### config.mk
export PLATFORM = sky130hd
export DESIGN_NAME = ej_eject_xbar
export DESIGN_NICKNAME = d
export VERILOG_FILES = /design/src/rtl/ej_pkg.sv /design/src/rtl/ej_hdr_parse.sv /design/src/rtl/ej_delay_line.sv /design/src/rtl/ej_route_sel.sv /design/src/rtl/ej_xbar.sv /design/src/rtl/ej_eject_xbar.sv
export SDC_FILE = /design/constraint.sdc
export NUM_CORES = 1
export LEC_CHECK = 0
export BUFFER_PORTS_ARGS = -buffer_cell sky130_fd_sc_hd__buf_4
export CORE_ASPECT_RATIO = 0.7
export CORE_MARGIN = 2
export CORE_UTILIZATION = 25
export DETAILED_ROUTE_END_ITERATION = 6
export SETUP_SLACK_MARGIN = 0.05
export SLEW_MARGIN = 20
export SYNTH_ARGS = -nofsm -noshare
export SYNTH_HDL_FRONTEND = slang
export SYNTH_SLANG_ARGS = --single-unit
### constraint.sdc
create_clock -name clk -period 1.7 [get_ports clk]
set_input_delay 0.34 -clock clk [delete_from_list [all_inputs] [get_ports clk]]
set_output_delay 0.34 -clock clk [all_outputs]
set_load 0.02 [all_outputs]
### src/rtl/ej_pkg.sv
`timescale 1ns/1ps
// Package: default geometry of the ejection crossbar and the header length derived from it.
// Assumes the processor count is a power of two.
package ej_pkg;
    localparam int EJ_ROWS   = 7;
    localparam int EJ_PROCS  = 16;
    localparam int EJ_ADDR_W = 12;

    // Header length in bits: presence flag, address, processor select.
    function automatic int hdr_bits(input int addr_w, input int procs);
        return 1 + addr_w + $clog2(procs);
    endfunction
endpackage

### src/rtl/ej_hdr_parse.sv
`timescale 1ns/1ps
// Module: serial header parser for all rows.
// Counts header bit positions from frame_start. For each row it keeps the
// presence flag and a running all-zero test of the address, and it shifts in
// the select bits most significant first. hdr_last marks the cycle that carries
// the final select bit. sel_full already includes that bit.
// Assumes every frame is at least one header long.
module ej_hdr_parse #(
    parameter int ROWS   = 7,
    parameter int ADDR_W = 12,
    parameter int SEL_W  = 4
) (
    input  logic                           clk,
    input  logic                           rst_n,
    input  logic                           frame_start,
    input  logic [ROWS-1:0]                row_in,
    output logic                           hdr_last,
    output logic [ROWS-1:0]                hit,
    output logic [ROWS-1:0][SEL_W-1:0]     sel_full
);
    localparam int HDR   = 1 + ADDR_W + SEL_W;
    localparam int CNT_W = $clog2(HDR + 1);
    localparam logic [CNT_W-1:0] LAST_POS  = CNT_W'(HDR - 1);
    localparam logic [CNT_W-1:0] ADDR_LAST = CNT_W'(ADDR_W);

    logic [CNT_W-1:0] pos;
    logic             active;
    logic             in_addr;
    logic             in_sel;

    // Track the bit position inside the header of the current frame.
    always_ff @(posedge clk) begin
        if (!rst_n) begin
            pos    <= '0;
            active <= 1'b0;
        end else if (frame_start) begin
            pos    <= CNT_W'(1);
            active <= 1'b1;
        end else if (active) begin
            pos <= pos + 1'b1;
            if (pos == LAST_POS) active <= 1'b0;
        end
    end

    // Decode which header field the current bit belongs to.
    always_comb begin
        in_addr  = active && !frame_start && (pos >= CNT_W'(1)) && (pos <= ADDR_LAST);
        in_sel   = active && !frame_start && (pos > ADDR_LAST);
        hdr_last = active && !frame_start && (pos == LAST_POS);
    end

    for (genvar r = 0; r < ROWS; r++) begin : g_row
        logic             pres_q;
        logic             zero_q;
        logic [SEL_W-1:0] sel_q;

        // Per-row serial state machine: presence, address zero test, select shift.
        always_ff @(posedge clk) begin
            if (!rst_n) begin
                pres_q <= 1'b0;
                zero_q <= 1'b0;
                sel_q  <= '0;
            end else if (frame_start) begin
                pres_q <= row_in[r];
                zero_q <= 1'b1;
                sel_q  <= '0;
            end else if (in_addr) begin
                zero_q <= zero_q & ~row_in[r];
            end else if (in_sel) begin
                sel_q <= (sel_q << 1) | SEL_W'(row_in[r]);
            end
        end

        assign hit[r]      = pres_q & zero_q;
        assign sel_full[r] = (sel_q << 1) | SEL_W'(row_in[r]);
    end
endmodule

### src/rtl/ej_delay_line.sv
`timescale 1ns/1ps
// Module: fixed serial delay of one row.
// The bit sampled at an edge appears on bit_out DEPTH edges later.
// Assumes DEPTH >= 2.
module ej_delay_line #(
    parameter int DEPTH = 17
) (
    input  logic clk,
    input  logic rst_n,
    input  logic bit_in,
    output logic bit_out
);
    logic [DEPTH-1:0] sr;

    // Shift the row stream one stage per bit-time.
    always_ff @(posedge clk) begin
        if (!rst_n) sr <= '0;
        else        sr <= {sr[DEPTH-2:0], bit_in};
    end

    assign bit_out = sr[DEPTH-1];
endmodule

### src/rtl/ej_route_sel.sv
`timescale 1ns/1ps
// Module: latches the switch setting of each round.
// At the last header bit it records which rows are delivered and their
// processor indices. In single-eject mode only the lowest qualifying row is
// kept. The setting holds until the next header completes.
module ej_route_sel #(
    parameter int ROWS  = 7,
    parameter int SEL_W = 4
) (
    input  logic                        clk,
    input  logic                        rst_n,
    input  logic                        hdr_last,
    input  logic                        one_eject,
    input  logic [ROWS-1:0]             hit,
    input  logic [ROWS-1:0][SEL_W-1:0]  sel_full,
    output logic [ROWS-1:0]             deliver,
    output logic [ROWS-1:0][SEL_W-1:0]  dest
);
    logic [ROWS-1:0] first_hit;

    // Isolate the lowest-numbered qualifying row.
    always_comb first_hit = hit & (~hit + ROWS'(1));

    // Capture the round's switch setting at the end of the header.
    always_ff @(posedge clk) begin
        if (!rst_n) begin
            deliver <= '0;
            dest    <= '0;
        end else if (hdr_last) begin
            deliver <= one_eject ? first_hit : hit;
            dest    <= sel_full;
        end
    end
endmodule

### src/rtl/ej_xbar.sv
`timescale 1ns/1ps
// Module: combinational crossbar with OR merging.
// Each delivered row's delayed bit is ORed onto its selected processor output.
// Rows that are not delivered go to their buffer output. Delivered rows send 0 there.
// Assumes PROCS equals 2**SEL_W.
module ej_xbar #(
    parameter int ROWS  = 7,
    parameter int PROCS = 16,
    parameter int SEL_W = 4
) (
    input  logic [ROWS-1:0]             tail,
    input  logic [ROWS-1:0]             deliver,
    input  logic [ROWS-1:0][SEL_W-1:0]  dest,
    output logic [PROCS-1:0]            proc_out,
    output logic [ROWS-1:0]             buf_out
);
    for (genvar p = 0; p < PROCS; p++) begin : g_proc
        logic [ROWS-1:0] mine;

        // Gather the delivered rows that target processor p.
        always_comb begin
            for (int r = 0; r < ROWS; r++)
                mine[r] = deliver[r] && (dest[r] == SEL_W'(p)) && tail[r];
        end

        assign proc_out[p] = |mine;
    end

    assign buf_out = tail & ~deliver;
endmodule

### src/rtl/ej_eject_xbar.sv
`timescale 1ns/1ps
// Module: destination-detect ejection crossbar (top).
// Parses each row's header serially, delays every row by one header length,
// and switches arrived messages to processors. Other rows go to the buffers.
// Assumes frame_start comes at least one header length apart.
module ej_eject_xbar #(
    parameter int ROWS   = ej_pkg::EJ_ROWS,
    parameter int PROCS  = ej_pkg::EJ_PROCS,
    parameter int ADDR_W = ej_pkg::EJ_ADDR_W
) (
    input  logic              clk,
    input  logic              rst_n,
    input  logic              frame_start,
    input  logic              one_eject,
    input  logic [ROWS-1:0]   row_in,
    output logic [PROCS-1:0]  proc_out,
    output logic [ROWS-1:0]   buf_out
);
    localparam int SEL_W = $clog2(PROCS);
    localparam int HDR   = ej_pkg::hdr_bits(ADDR_W, PROCS);

    logic                       hdr_last;
    logic [ROWS-1:0]            hit;
    logic [ROWS-1:0][SEL_W-1:0] sel_full;
    logic [ROWS-1:0]            deliver;
    logic [ROWS-1:0][SEL_W-1:0] dest;
    logic [ROWS-1:0]            tail;

    ej_hdr_parse #(.ROWS(ROWS), .ADDR_W(ADDR_W), .SEL_W(SEL_W)) u_parse (
        .clk(clk), .rst_n(rst_n), .frame_start(frame_start), .row_in(row_in),
        .hdr_last(hdr_last), .hit(hit), .sel_full(sel_full)
    );

    for (genvar r = 0; r < ROWS; r++) begin : g_dly
        ej_delay_line #(.DEPTH(HDR)) u_dly (
            .clk(clk), .rst_n(rst_n), .bit_in(row_in[r]), .bit_out(tail[r])
        );
    end

    ej_route_sel #(.ROWS(ROWS), .SEL_W(SEL_W)) u_route (
        .clk(clk), .rst_n(rst_n), .hdr_last(hdr_last), .one_eject(one_eject),
        .hit(hit), .sel_full(sel_full), .deliver(deliver), .dest(dest)
    );

    ej_xbar #(.ROWS(ROWS), .PROCS(PROCS), .SEL_W(SEL_W)) u_xbar (
        .tail(tail), .deliver(deliver), .dest(dest),
        .proc_out(proc_out), .buf_out(buf_out)
    );
endmodule

* Word level (Yosys, flattened, before mapping)
Cells that the tools add are included.
Storage, ports and cells: bits in registers 195, input port bits 11, output and inout port bits 23, word-level logic and storage cells 461
Operators by class: add/subtract/negate cells 2, $lt $le $gt $ge 3, equal/unequal tests 106, multiplexer cells 20, bitwise operators 34, reduce and logical (&&, ||, !) cells 257
Operators with widths (number):
- $logic_and 1x1->1 | 229
- $eq 4x4->1 const B | 56
- $eq 4x3->1 const B | 28
- $reduce_or 7->1 | 16
- $eq 4x2->1 const B | 14
- $eq 4x1->1 const B | 7
- $logic_not 4->1 | 7
- $or 4x1->4 | 7
- $mux 1 | 19
- $and 1x1->1 | 14
- $and 7x7->7 | 2
- $not 7->7 | 2
- $not 1->1 | 9
- $add 7x1->7 const B | 1
- $mux 7 | 1
- $add 5x1->5 const B | 1
- $eq 5x5->1 const B | 1
- $ge 5x1->1 const B | 1
- $gt 5x4->1 const B | 1
- $le 5x4->1 const B | 1
- $reduce_bool 2->1 | 2
- $reduce_and 2->1 | 1
- $reduce_or 2->1 | 1
- $logic_not 1->1 | 1

* Depth between registers and ports, before layout
depth in word-level cells 6, mapped depth 8, depth with buffers taken out 6

* By module
From an unflattened synthesis, not the netlist that was laid out.
Second synthesis, totals: cell total of the unflattened synthesis 733, area total of the unflattened synthesis 7553.5 um2
Modules (own cells, without submodules):
- ej_delay_line | instances 7, cells each 35, area each 474.2 um2, seq. area each 340.3 um2
- ej_hdr_parse | instances 1, cells each 171, area each 1730.4 um2, seq. area each 820.8 um2
- ej_route_sel | instances 1, cells each 130, area each 1412.6 um2, seq. area each 700.7 um2
- ej_xbar | instances 1, cells each 187, area each 1091.0 um2, seq. area each 0.0 um2

* Worst setup path after synthesis
No wires, ideal clock.
path kind reg2out, start register g_dly[5].u_dly.sr[16], end output proc_out[0], arrival 1484 ps, required time 1360 ps, setup slack -124 ps, cell stages (with the launch flop) 5, path buffers 0, cell sequence dfxtp_1 or3b_2 o32ai_1 or4_1 or3_1
On the way: cells in the longest elaborated chain, start to end 2
RTL lines:
- from (decl) | line ej_delay_line.sv:13 | logic [DEPTH-1:0] sr;
- from (signal assigned) | line ej_delay_line.sv:18 | else sr <= {sr[DEPTH-2:0], bit_in};
- $logic_and 1x1->1 | line ej_xbar.sv:23 | mine[r] = deliver[r] && (dest[r] == SEL_W'(p)) && tail[r];
- $reduce_or 7->1 | line ej_xbar.sv:26 | assign proc_out[p] = |mine;
- to (decl) | line ej_eject_xbar.sv:16 | output logic [PROCS-1:0] proc_out,
Every way passes these cells.

* Final worst setup path
start register g_dly[2].u_dly.sr[16], end output proc_out[0]
On the way: cells in the longest elaborated chain, start to end 2
RTL lines (line):
- from (decl) | ej_delay_line.sv:13
- from (signal assigned) | ej_delay_line.sv:18
- $logic_and 1x1->1 | ej_xbar.sv:23
- $reduce_or 7->1 | ej_xbar.sv:26
Every way passes these cells.

==> impl_metrics.tcl <==
set metrics [dict create \
    synth_cell_types 50 \
    path_cells "or4bb_4 > o32ai_2 > or4_4 > or3_4 > buf_6" \
    grt_pass1_vias 5233 \
    fmax_mhz 422 \
    dp_hpwl_mm 12.7 \
    area.growth.synth_to_final_pct 36.0 \
    fill_cells 2812 \
    whs_ns 0.155 \
    antenna_left 0 \
    dr.pass1.iters 7 \
    path_class "reg -> out" \
    powerDensity_nw_per_um2 899 \
    tightest_slew_ns 0.471 \
    grt_max_degree 86 \
    slew_headroom_pct 68.5 \
    layout_min_cycle_time_ns 2.37 \
    skew_ns 0.0153 \
    initial_core_util_pct 25.5 \
    slowest_delay_ns 0.49 \
    setup.worst_path.start "g_dly[2].u_dly.sr[16]" \
    clk_latency_ns 0.43 \
    port_buffers 33 \
    syn_nets 734 \
    cts_max_level 4 \
    die_h_um 145 \
    ys_seq_area_share_pct 54.9 \
    layout_commonest_cell "dfxtp_1" \
    routabilityCongestion 0.892 \
    routed_wl_mm 17.8 \
    mostFrequentLayoutCells "dfxtp_1, and2_1, buf_4, nand2_1, buf_6" \
    clkTransAtPathRegs_ns 0.07 \
    setup_tns_ns -9.41 \
    min_period_over_period_pct 139 \
    synthFlopType "dfxtp_1" \
    grt_antenna_before_repair 1 \
    drt_iter0_drc 382 \
    clock_sinks 195 \
    syn_area_um2 7110 \
    cts_tree "done" \
    die_area_um2 29800 \
    power.static_leakage_nw 3.79 \
    grt_setup_unrepaired "yes" \
    layout.nets 860 \
    synth_cells 720 \
    gr-total-overflow 0 \
    critical-path-top-delay-family "simple AND/OR/NAND/NOR gates" \
    multi_input_area_um2 3370 \
    crit_arrival_ns 2.03 \
    avgViaCountPerCell 4.42 \
    synth-async-reset-ratio_pct 0 \
    drv_cap 0 \
    syn_avg_cell_area_um2 9.88 \
    worstSetupEndpointType "output pin" \
    ir_worst_vdd_mv 0.634 \
    fp.coreArea_um2 27900 \
    synth_seq_cells 195 \
    grt_use_total_pct 12.1 \
    cp-start-kind "register" \
    diodes 0 \
    boundaryPins 34 \
    critPathSlowestCell "or4_4" \
    drc 0 \
    drive_above_1_share_pct 32.7 \
    hold_class "in -> reg" \
    hold_start "row_in[3]" \
    fin_ws_ns -0.671 \
    hold_violations 0 \
    synth_edf_count 0 \
    slew_viol_final 0 \
    wire_per_inst_um 14.5 \
    cp_num_buf_inv 1 \
    cts-buffers-inserted 17 \
    regArea_um2 3950 \
    crit_fanout 2 \
    violations "negative setup slack" \
    worstReg2RegStart "u_parse.pos[1]" \
    vias 5431 \
    die_w_um 206 \
    crit_required_ns 1.36 \
    yosys_warnings 0 \
    grt_pass1_wl_mm 28.4 \
    cts_root_buffer "clkbuf_16" \
    row_count 51 \
    outcome "complete, but fails checks" \
    cts_buffer_depth 2 \
    setup_violations 16 \
]
sequential cells by signal (all words and copies together) (netlist names):
signal                count
g_dly.u_dly.sr          119
u_parse.g_row.pres_q      7
u_parse.g_row.sel_q      21
u_parse.pos               5
u_parse.active            1
u_parse.g_row.zero_q      7
u_route.dest             28
u_route.deliver           7
cells in the mapped netlist (3+ instances only):
| cell | count | area [um^2] |
|---|---|---|
| mux2i_1 | 29 | 290 |
| nand2b_1 | 12 | 75.1 |
| buf_2 | 11 | 55.1 |
| o32ai_1 | 11 | 96.3 |
| nand3_1 | 5 | 25.0 |
| nor3_1 | 13 | 65.1 |
| or3_1 | 5 | 31.3 |
| nand3b_1 | 4 | 30.0 |
| nand2_1 | 79 | 297 |
| or4_1 | 13 | 97.6 |
| a21oi_1 | 9 | 45.0 |
| xor2_1 | 4 | 35.0 |
| or4bb_1 | 4 | 45.0 |
| clkbuf_1 | 23 | 86.3 |
| a21boi_0 | 33 | 248 |
| and2_1 | 119 | 744 |
| nand4b_1 | 12 | 105 |
| o22ai_1 | 27 | 169 |
| dfxtp_1 | 195 | 3900 |
| ha_1 | 3 | 37.5 |
| nor2_1 | 34 | 128 |
| nor2b_1 | 13 | 81.3 |
| inv_1 | 6 | 22.5 |
| nand4_1 | 11 | 68.8 |
| o21ai_0 | 11 | 55.1 |
worst register-to-register path, delay by kind of cell (launching register included):
kind / cells / cell delay [ns]
AND/OR/NAND/NOR: 3 / 0.50
flip-flops: 1 / 0.32
buffers and inverters: 2 / 0.24
AO/OA/AOI/OAI: 1 / 0.21
adder cells (fa/ha/maj): 1 / 0.15
area by class of cell:
class | instances | area share [%]
inverters | 6 | 0.233
clock buffers | 20 | 4.72
clock inverters | 12 | 1.16
flip-flops and latches | 195 | 40.8
multi-input cells | 479 | 34.8
well taps | 371 | 4.80
repair buffers | 147 | 13.4
report_power, final:
part,internal (W),switching [W],total (W)
Combinational,0.000108,0.000141,0.000250
Clock,0.00201,0.00179,0.00380
Sequential,0.00462,0.0000284,0.00465
stage by stage:
stage	worst slack [ns]	power (W)	utilization [%]	cells	cell area [um^2]
2_1_floorplan	-0.0941	0.00489	-	720	7130
3_3_place_gp	-0.397	0.00499	30.1	1177	8410
3_5_place_dp	-0.387	0.00499	30.1	1177	8410
4_1_cts	-0.745	0.00880	33.7	1218	9400
5_1_grt	-0.721	0.00906	34.7	1230	9670
6_report	-0.671	0.00870	34.7	1230	9670
layer usage:
metal	vias to the layer above	global-route usage (%)	wire (um)
li1	2721	-	-
met1	2611	18.3	9440
met2	91	17.4	7590
met3	8	2.72	716
met4	0	2.63	95
met5	-	0	0
cell families after synthesis:
group | count (synthesis) | share of synthesized area, %
DFF | 195 | 54.9
AOI/OAI and AO/OA | 106 | 10.4
adders and majority gates | 3 | 0.528
xor gates and xnor gates | 4 | 0.493
buffers and inverters | 46 | 2.97
muxes | 29 | 4.08
and+or+nand+nor | 337 | 26.6
final timing paths:
kind | endpoint | slack (ns) | cells past startpoint
worst min-delay path | u_parse.g_row[3].zero_q | 0.15 | 2
worst max-delay path | proc_out[0] | -0.67 | 5
worst max register to register | u_route.deliver[5] | 0.16 | 7
worst min register to register | g_dly[2].u_dly.sr[16] | 0.43 | 1
timing repair:
| action | 4_1_cts | 5_1_grt |
|---|---|---|
| pin swaps | 29 | 24 |
| resized for setup | 96 | 51 |
| setup endpoints to repair | 28 | 59 |
| setup buffers | 11 | 14 |
| hold buffers | 0 | 0 |
Note: power is estimated with default switching activity, not from simulation.
